## src/rtl/cmp_cond_pkg.sv

```systemverilog
package cmp_cond_pkg;
  localparam int REG_AW = 2;
  localparam logic [REG_AW-1:0] ADDR_CTRL = 2'd0;
  localparam logic [REG_AW-1:0] ADDR_PER  = 2'd1;
  localparam logic [REG_AW-1:0] ADDR_STAT = 2'd2;

  localparam int ST_COUT  = 0;
  localparam int ST_RISE  = 1;
  localparam int ST_FALL  = 2;
  localparam int ST_CFG_LO = 3;
  localparam int ST_CFG_HI = 6;

  typedef struct packed {
    logic [2:0] cnt;
    logic       ext;
    logic       inv;
    logic       raw_sel;
    logic       pin_en;
    logic       en;
  } ctrl_t;

  typedef struct packed {
    logic dma_en;
    logic stop_edge;
    logic fall_ie;
    logic rise_ie;
  } irqcfg_t;
endpackage

```

## src/rtl/cmp_sync.sv

```systemverilog
module cmp_sync #(
  parameter int STAGES = 2
) (
  input  logic clk,
  input  logic rst_n,
  input  logic d_i,
  output logic q_o
);
  logic [STAGES-1:0] sh_q;
  logic [3:0] age_q;

  always_ff @(posedge clk or negedge rst_n) begin
    if (!rst_n) sh_q <= '0;
    else        sh_q <= {sh_q[STAGES-2:0], d_i};
  end

  assign q_o = sh_q[STAGES-1];

  always_ff @(posedge clk or negedge rst_n) begin
    if (!rst_n)                  age_q <= '0;
    else if (age_q < 4'(STAGES)) age_q <= age_q + 4'd1;
  end

  // output is the input delayed by exactly STAGES edges
  a_r2_sync_delay: assert property (@(posedge clk) disable iff (!rst_n)
    (age_q == 4'(STAGES)) |-> (q_o == $past(d_i, STAGES)));
endmodule

```

## src/rtl/cmp_timer.sv

```systemverilog
module cmp_timer #(
  parameter int PER_W = 8
) (
  input  logic             clk,
  input  logic             rst_n,
  input  logic             run_i,
  input  logic             restart_i,
  input  logic             ext_i,
  input  logic             gate_i,
  input  logic [PER_W-1:0] per_i,
  output logic             tick_o
);
  logic [PER_W-1:0] ctr_q;
  logic per_tick;

  assign per_tick = (per_i == '0) || (ctr_q == per_i - PER_W'(1));
  assign tick_o   = run_i && (ext_i ? gate_i : per_tick);

  always_ff @(posedge clk or negedge rst_n) begin
    if (!rst_n)                                       ctr_q <= '0;
    else if (!run_i || restart_i || ext_i || per_tick) ctr_q <= '0;
    else                                              ctr_q <= ctr_q + PER_W'(1);
  end

  // with a period above one, two internal ticks are never adjacent
  a_r7_period_spacing: assert property (@(posedge clk) disable iff (!rst_n)
    (tick_o && !ext_i && per_i > PER_W'(1)) |=> (!tick_o || ext_i || per_i <= PER_W'(1)));
endmodule

```

## src/rtl/cmp_filter.sv

```systemverilog
module cmp_filter #(
  parameter int CNT_W = 3
) (
  input  logic             clk,
  input  logic             rst_n,
  input  logic             en_i,
  input  logic             ext_i,
  input  logic [CNT_W-1:0] cnt_i,
  input  logic             restart_i,
  input  logic             tick_i,
  input  logic             level_i,
  output logic             cout_o
);
  logic             filt_q;
  logic [CNT_W-1:0] agree_q;
  logic [CNT_W:0]   agree_nxt;
  logic             bypass, zeroed, reached;

  assign bypass    = (cnt_i == '0) && !ext_i;
  assign zeroed    = (cnt_i == '0) && ext_i;
  assign agree_nxt = {1'b0, agree_q} + (CNT_W+1)'(1);
  assign reached   = agree_nxt >= {1'b0, cnt_i};

  always_ff @(posedge clk or negedge rst_n) begin
    if (!rst_n) begin
      filt_q  <= 1'b0;
      agree_q <= '0;
    end else if (!en_i || zeroed) begin
      filt_q  <= 1'b0;
      agree_q <= '0;
    end else if (bypass) begin
      filt_q  <= level_i;
      agree_q <= '0;
    end else if (restart_i) begin
      agree_q <= '0;
    end else if (tick_i) begin
      if (level_i == filt_q) begin
        agree_q <= '0;
      end else if (reached) begin
        filt_q  <= level_i;
        agree_q <= '0;
      end else begin
        agree_q <= agree_nxt[CNT_W-1:0];
      end
    end
  end

  always_comb begin
    if (!en_i || zeroed) cout_o = 1'b0;
    else if (bypass)     cout_o = level_i;
    else                 cout_o = filt_q;
  end

  // between samples the filtered level is held
  a_r8_hold_without_tick: assert property (@(posedge clk) disable iff (!rst_n)
    (en_i && cnt_i != '0 && !tick_i) |=> $stable(filt_q));
  // zero count with external sampling forces a low output
  a_r6_zero_count_low: assert property (@(posedge clk) disable iff (!rst_n)
    (en_i && cnt_i == '0 && ext_i) |-> !cout_o);
  // the agreement counter never reaches the programmed count
  a_r4_agree_bound: assert property (@(posedge clk) disable iff (!rst_n)
    (cnt_i != '0 && !restart_i) |=> (agree_q < $past(cnt_i) || cnt_i != $past(cnt_i)));
endmodule

```

## src/rtl/cmp_flags.sv

```systemverilog
module cmp_flags (
  input  logic clk,
  input  logic rst_n,
  input  logic en_i,
  input  logic cout_i,
  input  logic stop_i,
  input  logic stop_edge_i,
  input  logic clr_rise_i,
  input  logic clr_fall_i,
  output logic rise_o,
  output logic fall_o
);
  logic prev_q, rise_q, fall_q, level_mode, set_rise, set_fall;

  assign level_mode = stop_i && !stop_edge_i;
  assign set_rise = en_i && (level_mode ? cout_i  : (cout_i && !prev_q));
  assign set_fall = en_i && (level_mode ? !cout_i : (!cout_i && prev_q));

  always_ff @(posedge clk or negedge rst_n) begin
    if (!rst_n) begin
      prev_q <= 1'b0;
      rise_q <= 1'b0;
      fall_q <= 1'b0;
    end else begin
      prev_q <= cout_i;
      rise_q <= (rise_q && !clr_rise_i) || set_rise;
      fall_q <= (fall_q && !clr_fall_i) || set_fall;
    end
  end

  assign rise_o = rise_q;
  assign fall_o = fall_q;

  // a rising filtered edge always leaves the rising flag set
  a_r10_rise_sets: assert property (@(posedge clk) disable iff (!rst_n)
    (en_i && cout_i && !prev_q) |=> rise_q);
  // a falling filtered edge always leaves the falling flag set
  a_r10_fall_sets: assert property (@(posedge clk) disable iff (!rst_n)
    (en_i && !cout_i && prev_q) |=> fall_q);
  // in level mode a low output keeps the falling flag set
  a_r11_level_fall: assert property (@(posedge clk) disable iff (!rst_n)
    (en_i && stop_i && !stop_edge_i && !cout_i) |=> fall_q);
endmodule

```

## src/rtl/cmp_cond.sv

```systemverilog
module cmp_cond
  import cmp_cond_pkg::*;
#(
  parameter int PER_W       = 8,
  parameter int CNT_W       = 3,
  parameter int SYNC_STAGES = 2
) (
  input  logic              clk,
  input  logic              rst_n,
  input  logic              cmp_raw_i,
  input  logic              gate_i,
  input  logic              stop_i,
  input  logic              reg_we_i,
  input  logic [REG_AW-1:0] reg_addr_i,
  input  logic [7:0]        reg_wdata_i,
  output logic [7:0]        reg_rdata_o,
  output logic              pin_o,
  output logic              irq_o,
  output logic              dma_o
);
  ctrl_t            ctrl_q;
  irqcfg_t          cfg_q;
  logic [PER_W-1:0] per_q;
  logic wr_ctrl, wr_per, wr_stat, restart;
  logic sync_lvl, couta, cout, tick, rise, fall, want;

  assign wr_ctrl = reg_we_i && reg_addr_i == ADDR_CTRL;
  assign wr_per  = reg_we_i && reg_addr_i == ADDR_PER;
  assign wr_stat = reg_we_i && reg_addr_i == ADDR_STAT;
  assign restart = (wr_ctrl && reg_wdata_i[7:5] != ctrl_q.cnt) ||
                   (wr_per  && reg_wdata_i[PER_W-1:0] != per_q);

  always_ff @(posedge clk or negedge rst_n) begin
    if (!rst_n) begin
      ctrl_q <= '0;
      per_q  <= '0;
      cfg_q  <= '0;
    end else begin
      if (wr_ctrl) ctrl_q <= ctrl_t'(reg_wdata_i);
      if (wr_per)  per_q  <= reg_wdata_i[PER_W-1:0];
      if (wr_stat) cfg_q  <= irqcfg_t'(reg_wdata_i[ST_CFG_HI:ST_CFG_LO]);
    end
  end

  cmp_sync #(.STAGES(SYNC_STAGES)) sync_i (
    .clk(clk), .rst_n(rst_n), .d_i(cmp_raw_i), .q_o(sync_lvl)
  );

  assign couta = sync_lvl ^ ctrl_q.inv;

  cmp_timer #(.PER_W(PER_W)) timer_i (
    .clk(clk), .rst_n(rst_n), .run_i(ctrl_q.en), .restart_i(restart),
    .ext_i(ctrl_q.ext), .gate_i(gate_i), .per_i(per_q), .tick_o(tick)
  );

  cmp_filter #(.CNT_W(CNT_W)) filter_i (
    .clk(clk), .rst_n(rst_n), .en_i(ctrl_q.en), .ext_i(ctrl_q.ext),
    .cnt_i(CNT_W'(ctrl_q.cnt)), .restart_i(restart), .tick_i(tick),
    .level_i(couta), .cout_o(cout)
  );

  cmp_flags flags_i (
    .clk(clk), .rst_n(rst_n), .en_i(ctrl_q.en), .cout_i(cout),
    .stop_i(stop_i), .stop_edge_i(cfg_q.stop_edge),
    .clr_rise_i(wr_stat && reg_wdata_i[ST_RISE]),
    .clr_fall_i(wr_stat && reg_wdata_i[ST_FALL]),
    .rise_o(rise), .fall_o(fall)
  );

  assign want  = ctrl_q.en && ((rise && cfg_q.rise_ie) || (fall && cfg_q.fall_ie));
  assign irq_o = want && !cfg_q.dma_en;
  assign dma_o = want && cfg_q.dma_en;
  assign pin_o = ctrl_q.en && ctrl_q.pin_en && (ctrl_q.raw_sel ? couta : cout);

  always_comb begin
    reg_rdata_o = '0;
    case (reg_addr_i)
      ADDR_CTRL: reg_rdata_o = ctrl_q;
      ADDR_PER:  reg_rdata_o = 8'(per_q);
      ADDR_STAT: reg_rdata_o = {1'b0, cfg_q, fall, rise, cout};
      default:   reg_rdata_o = '0;
    endcase
  end

  // a request never goes to both destinations
  a_r12_one_target: assert property (@(posedge clk) disable iff (!rst_n)
    $onehot0({irq_o, dma_o}));
  // a disabled block is silent
  a_r13_disabled_quiet: assert property (@(posedge clk) disable iff (!rst_n)
    !ctrl_q.en |-> (!pin_o && !irq_o && !dma_o));
  // the pin is only high when the pin enable is set
  a_r9_pin_gated: assert property (@(posedge clk) disable iff (!rst_n)
    pin_o |-> ctrl_q.pin_en);
endmodule

```

## config.mk

```make
export PLATFORM = sky130hd
export DESIGN_NAME = cmp_cond
export DESIGN_NICKNAME = d
export VERILOG_FILES = /design/src/rtl/cmp_cond_pkg.sv /design/src/rtl/cmp_sync.sv /design/src/rtl/cmp_timer.sv /design/src/rtl/cmp_filter.sv /design/src/rtl/cmp_flags.sv /design/src/rtl/cmp_cond.sv
export SDC_FILE = /design/constraint.sdc
export NUM_CORES = 1
export LEC_CHECK = 0
export BUFFER_PORTS_ARGS = -buffer_cell sky130_fd_sc_hd__buf_2
export CAP_MARGIN = 5
export CORE_MARGIN = 1
export CORE_UTILIZATION = 45
export DETAILED_ROUTE_END_ITERATION = 6
export PLACE_DENSITY = 0.67
export REMOVE_ABC_BUFFERS = 1
export SYNTH_ARGS = -nofsm -noshare
export SYNTH_HDL_FRONTEND = slang
export SYNTH_SLANG_ARGS = --single-unit
export TNS_END_PERCENT = 30
```

## constraint.sdc

```tcl
create_clock -name clk -period 2.3 [get_ports clk]
set_input_delay 0.46 -clock clk [delete_from_list [all_inputs] [get_ports clk]]
set_output_delay 0.46 -clock clk [all_outputs]
set_load 0.005 [all_outputs]
```

==> reports/summary.txt <==
status = finished clean
global route overflow = 0
RD Place Congestion = 0.846
Fillers = 442
Ports = 27
f_max = 441 MHz
GRT Util Overall = 20.2%
CTS H-tree depth = 2
drt drc = 0
maxcap violations = 0
top post-synthesis cells by area = dfrtp_1, mux2_2, xor2_1
P_leak = 1.23 nW
crit path time final = 2.27 ns
Max Slew Vio Count = 0
initial core utilization = 47.5%
synth unique cells = 39
Non-Filler Instances = 335
Final Hold Fails = 0
top cells by count, synth = dfrtp_1, o21ai_0, nand2_1
TritonCTS clock tree = done
largest net degree at the start of global routing = 38
Iter 0 DRT Violations = 65
Yosys top cell area share = 40.7%
hpwl dp = 3.80 mm
DR WL/cell = 14.9 µm
CTS Buf Count = 5
initial antenna violation count = 0
measured slew at the worst slew-check pin = 0.840 ns
Post-Place Cell Area = 0.00252 mm²
CP Capture Type = output pin
Worst-path clk slew = 0.08 ns
Clock Latency Late Sink = 0.29 ns
Nets = 290
post-route cell area = 0.00265 mm²
floorplan row count = 25
number of flops mapped to enable cells by yosys = 0
Worst Hold Class = in -> async
P&R area growth vs syn = 16.7%
final setup fails = 0
flops & latches, synth = 37
ys flop type = dfrtp_1
clk sinks = 37
final cycle utilization of the critical path = 98.5%
via count = 1735
total power after layout = 0.00196 W
peak supply drop = 0.346 mV
Post-Route WL = 4.99 mm
post-layout util = 55.4%
synthesized area per cell = 9.97 µm²
Max Root-Sink Buffers = 2
first-pass GRT wire length = 7.96 mm
Worst Path Max Fanout = 4
number of diodes = 0
clk root buf = clkbuf_8
clock skew = 0.00910 ns
Max transition margin = 44.0%
Vias/cell = 5.18
P per Cell Area = 740 mW/mm²
CP Launch Type = flop
DIE WIDTH = 73.1 µm
Die Area = 0.00534 mm²
biggest area consumer among synthesized cells = dfrtp_1
antenna-violating nets left = 0
CP Data Required Time = 1.84 ns
layout cells sized above 1 = 26.5%
WS Path Type = reg -> out
FFs w/ async S/R, synth = 100%
vias in the first global route = 1633
Ys Warns = 0
top-count cell post-synth = dfrtp_1
post-synthesis instance area = 0.00227 mm²
Die Y = 73.1 µm
Core ar. = 0.00479 mm²
Initial DRT Pass Iterations = 4
Post-Syn Instances = 228
IO Port Bufs = 26
crit path DAT = 1.81 ns
placed insts = 323
hold buffers post-CTS = 0
post-synthesis sequential area ratio = 40.7%
unrepaired setup endpoints after global routing = yes
[final timing paths]
check / cells after the start / end / start / slack (ns)
worst max register to register: 8 / filter_i.agree_q[0] / per_q[0] / 0.10
worst min register to register: 0 / sync_i.sh_q[1] / sync_i.sh_q[0] / 0.36
worst max-delay path: 4 / pin_o / ctrl_q[6] / 0.03
min in group clk: 1 / sync_i.sh_q[0] / cmp_raw_i / 0.28
worst min-delay path: 1 / cfg_q[0] / rst_n / 0.27
max in group asynchronous: 1 / filter_i.agree_q[2] / rst_n / 1.49
[placed cells by master (no fill, tap or decap), drive strengths merged, types with 2 or more instances in the layout]
cell type and n:
a21oi 7, a31oi 2, and3 4, buf 40
clkbuf 6, clkinv 2, dfrtp 37, ha 7
inv 12, mux2 17, mux2i 8, nand2 19
nand3 11, nand3b 3, nor2 13, nor2b 3
nor3 2, nor3b 3, nor4 3, o2111a 2
o21ai 21, or3 2, xnor2 13, xor2 18
[power breakdown]
part / leakage (nW) / internal [W] / switching (W)
Combinational: 0.722 / 0.000325 / 0.000322
Sequential: 0.463 / 0.000751 / 0.000130
Clock: 0.0450 / 0.000210 / 0.000227
Total: 1.23 / 0.00129 / 0.000678
[final cells by class]
cell class | instances | area, µm² | share of cell area (%)
Timing Repair Buffer | 40 | 235 | 8.87
Clock inverter | 2 | 10.0 | 0.377
Tap cell | 67 | 83.8 | 3.16
Inverter | 12 | 45.0 | 1.70
Clock buffer | 6 | 72.6 | 2.74
Multi-Input combinational cell | 171 | 1280 | 48.3
Sequential cell | 37 | 926 | 34.9
[repair_timing]
action	4_1_cts	5_1_grt
pin swaps	0	2
buffers inserted	0	4
gates resized for setup	3	2
gates cloned	0	0
setup endpoints to repair	2	3
[flip-flops by register name, summed over array words and instances (netlist names)]
| name | count |
|---|---|
| ctrl_q | 8 |
| per_q | 8 |
| timer_i.ctr_q | 8 |
| cfg_q | 4 |
| filter_i.agree_q | 3 |
| sync_i.sh_q | 2 |
| filter_i.filt_q | 1 |
| flags_i.fall_o | 1 |
| flags_i.prev_q | 1 |
| flags_i.rise_o | 1 |
[per-stage QoR]
step | TNS [ns] | setup slack (ns) | hold WS (ns)
floorplan | 0 | 0.0991 | 0.164
global placement | 0 | 0.156 | 0.333
detailed placement | 0 | 0.0764 | 0.348
CTS | 0 | 0.0168 | 0.270
global route | -0.0467 | -0.0287 | 0.264
finish | 0 | 0.0346 | 0.269
[layer usage]
metal / global-route usage (%) / routed length (µm) / vias up
met5: 0 / 0 / -
met4: 6.97 / 70 / 0
met3: 4.28 / 180 / 8
met2: 33.1 / 2300 / 36
met1: 26.3 / 2440 / 814
li1: - / - / 877
[worst max-delay path: stages (launching register included)]
cell,delay (ns)
dfrtp_1,0.42
or3_4,0.44
o31ai_4,0.32
o2111a_1,0.23
buf_2,0.12
[kinds of logic after synthesis]
| family | Yosys count | synth area share [%] |
|---|---|---|
| AND/OR/NAND/NOR | 69 | 16.9 |
| AO/OA/AOI/OAI | 39 | 10.8 |
| flip-flops | 37 | 40.7 |
| XOR/XNOR | 31 | 11.9 |
| multiplexers | 25 | 11.9 |
| buffers and inverters | 20 | 3.80 |
| adder cells (fa/ha/maj) | 7 | 3.85 |
(Power assumes the default switching activity.)
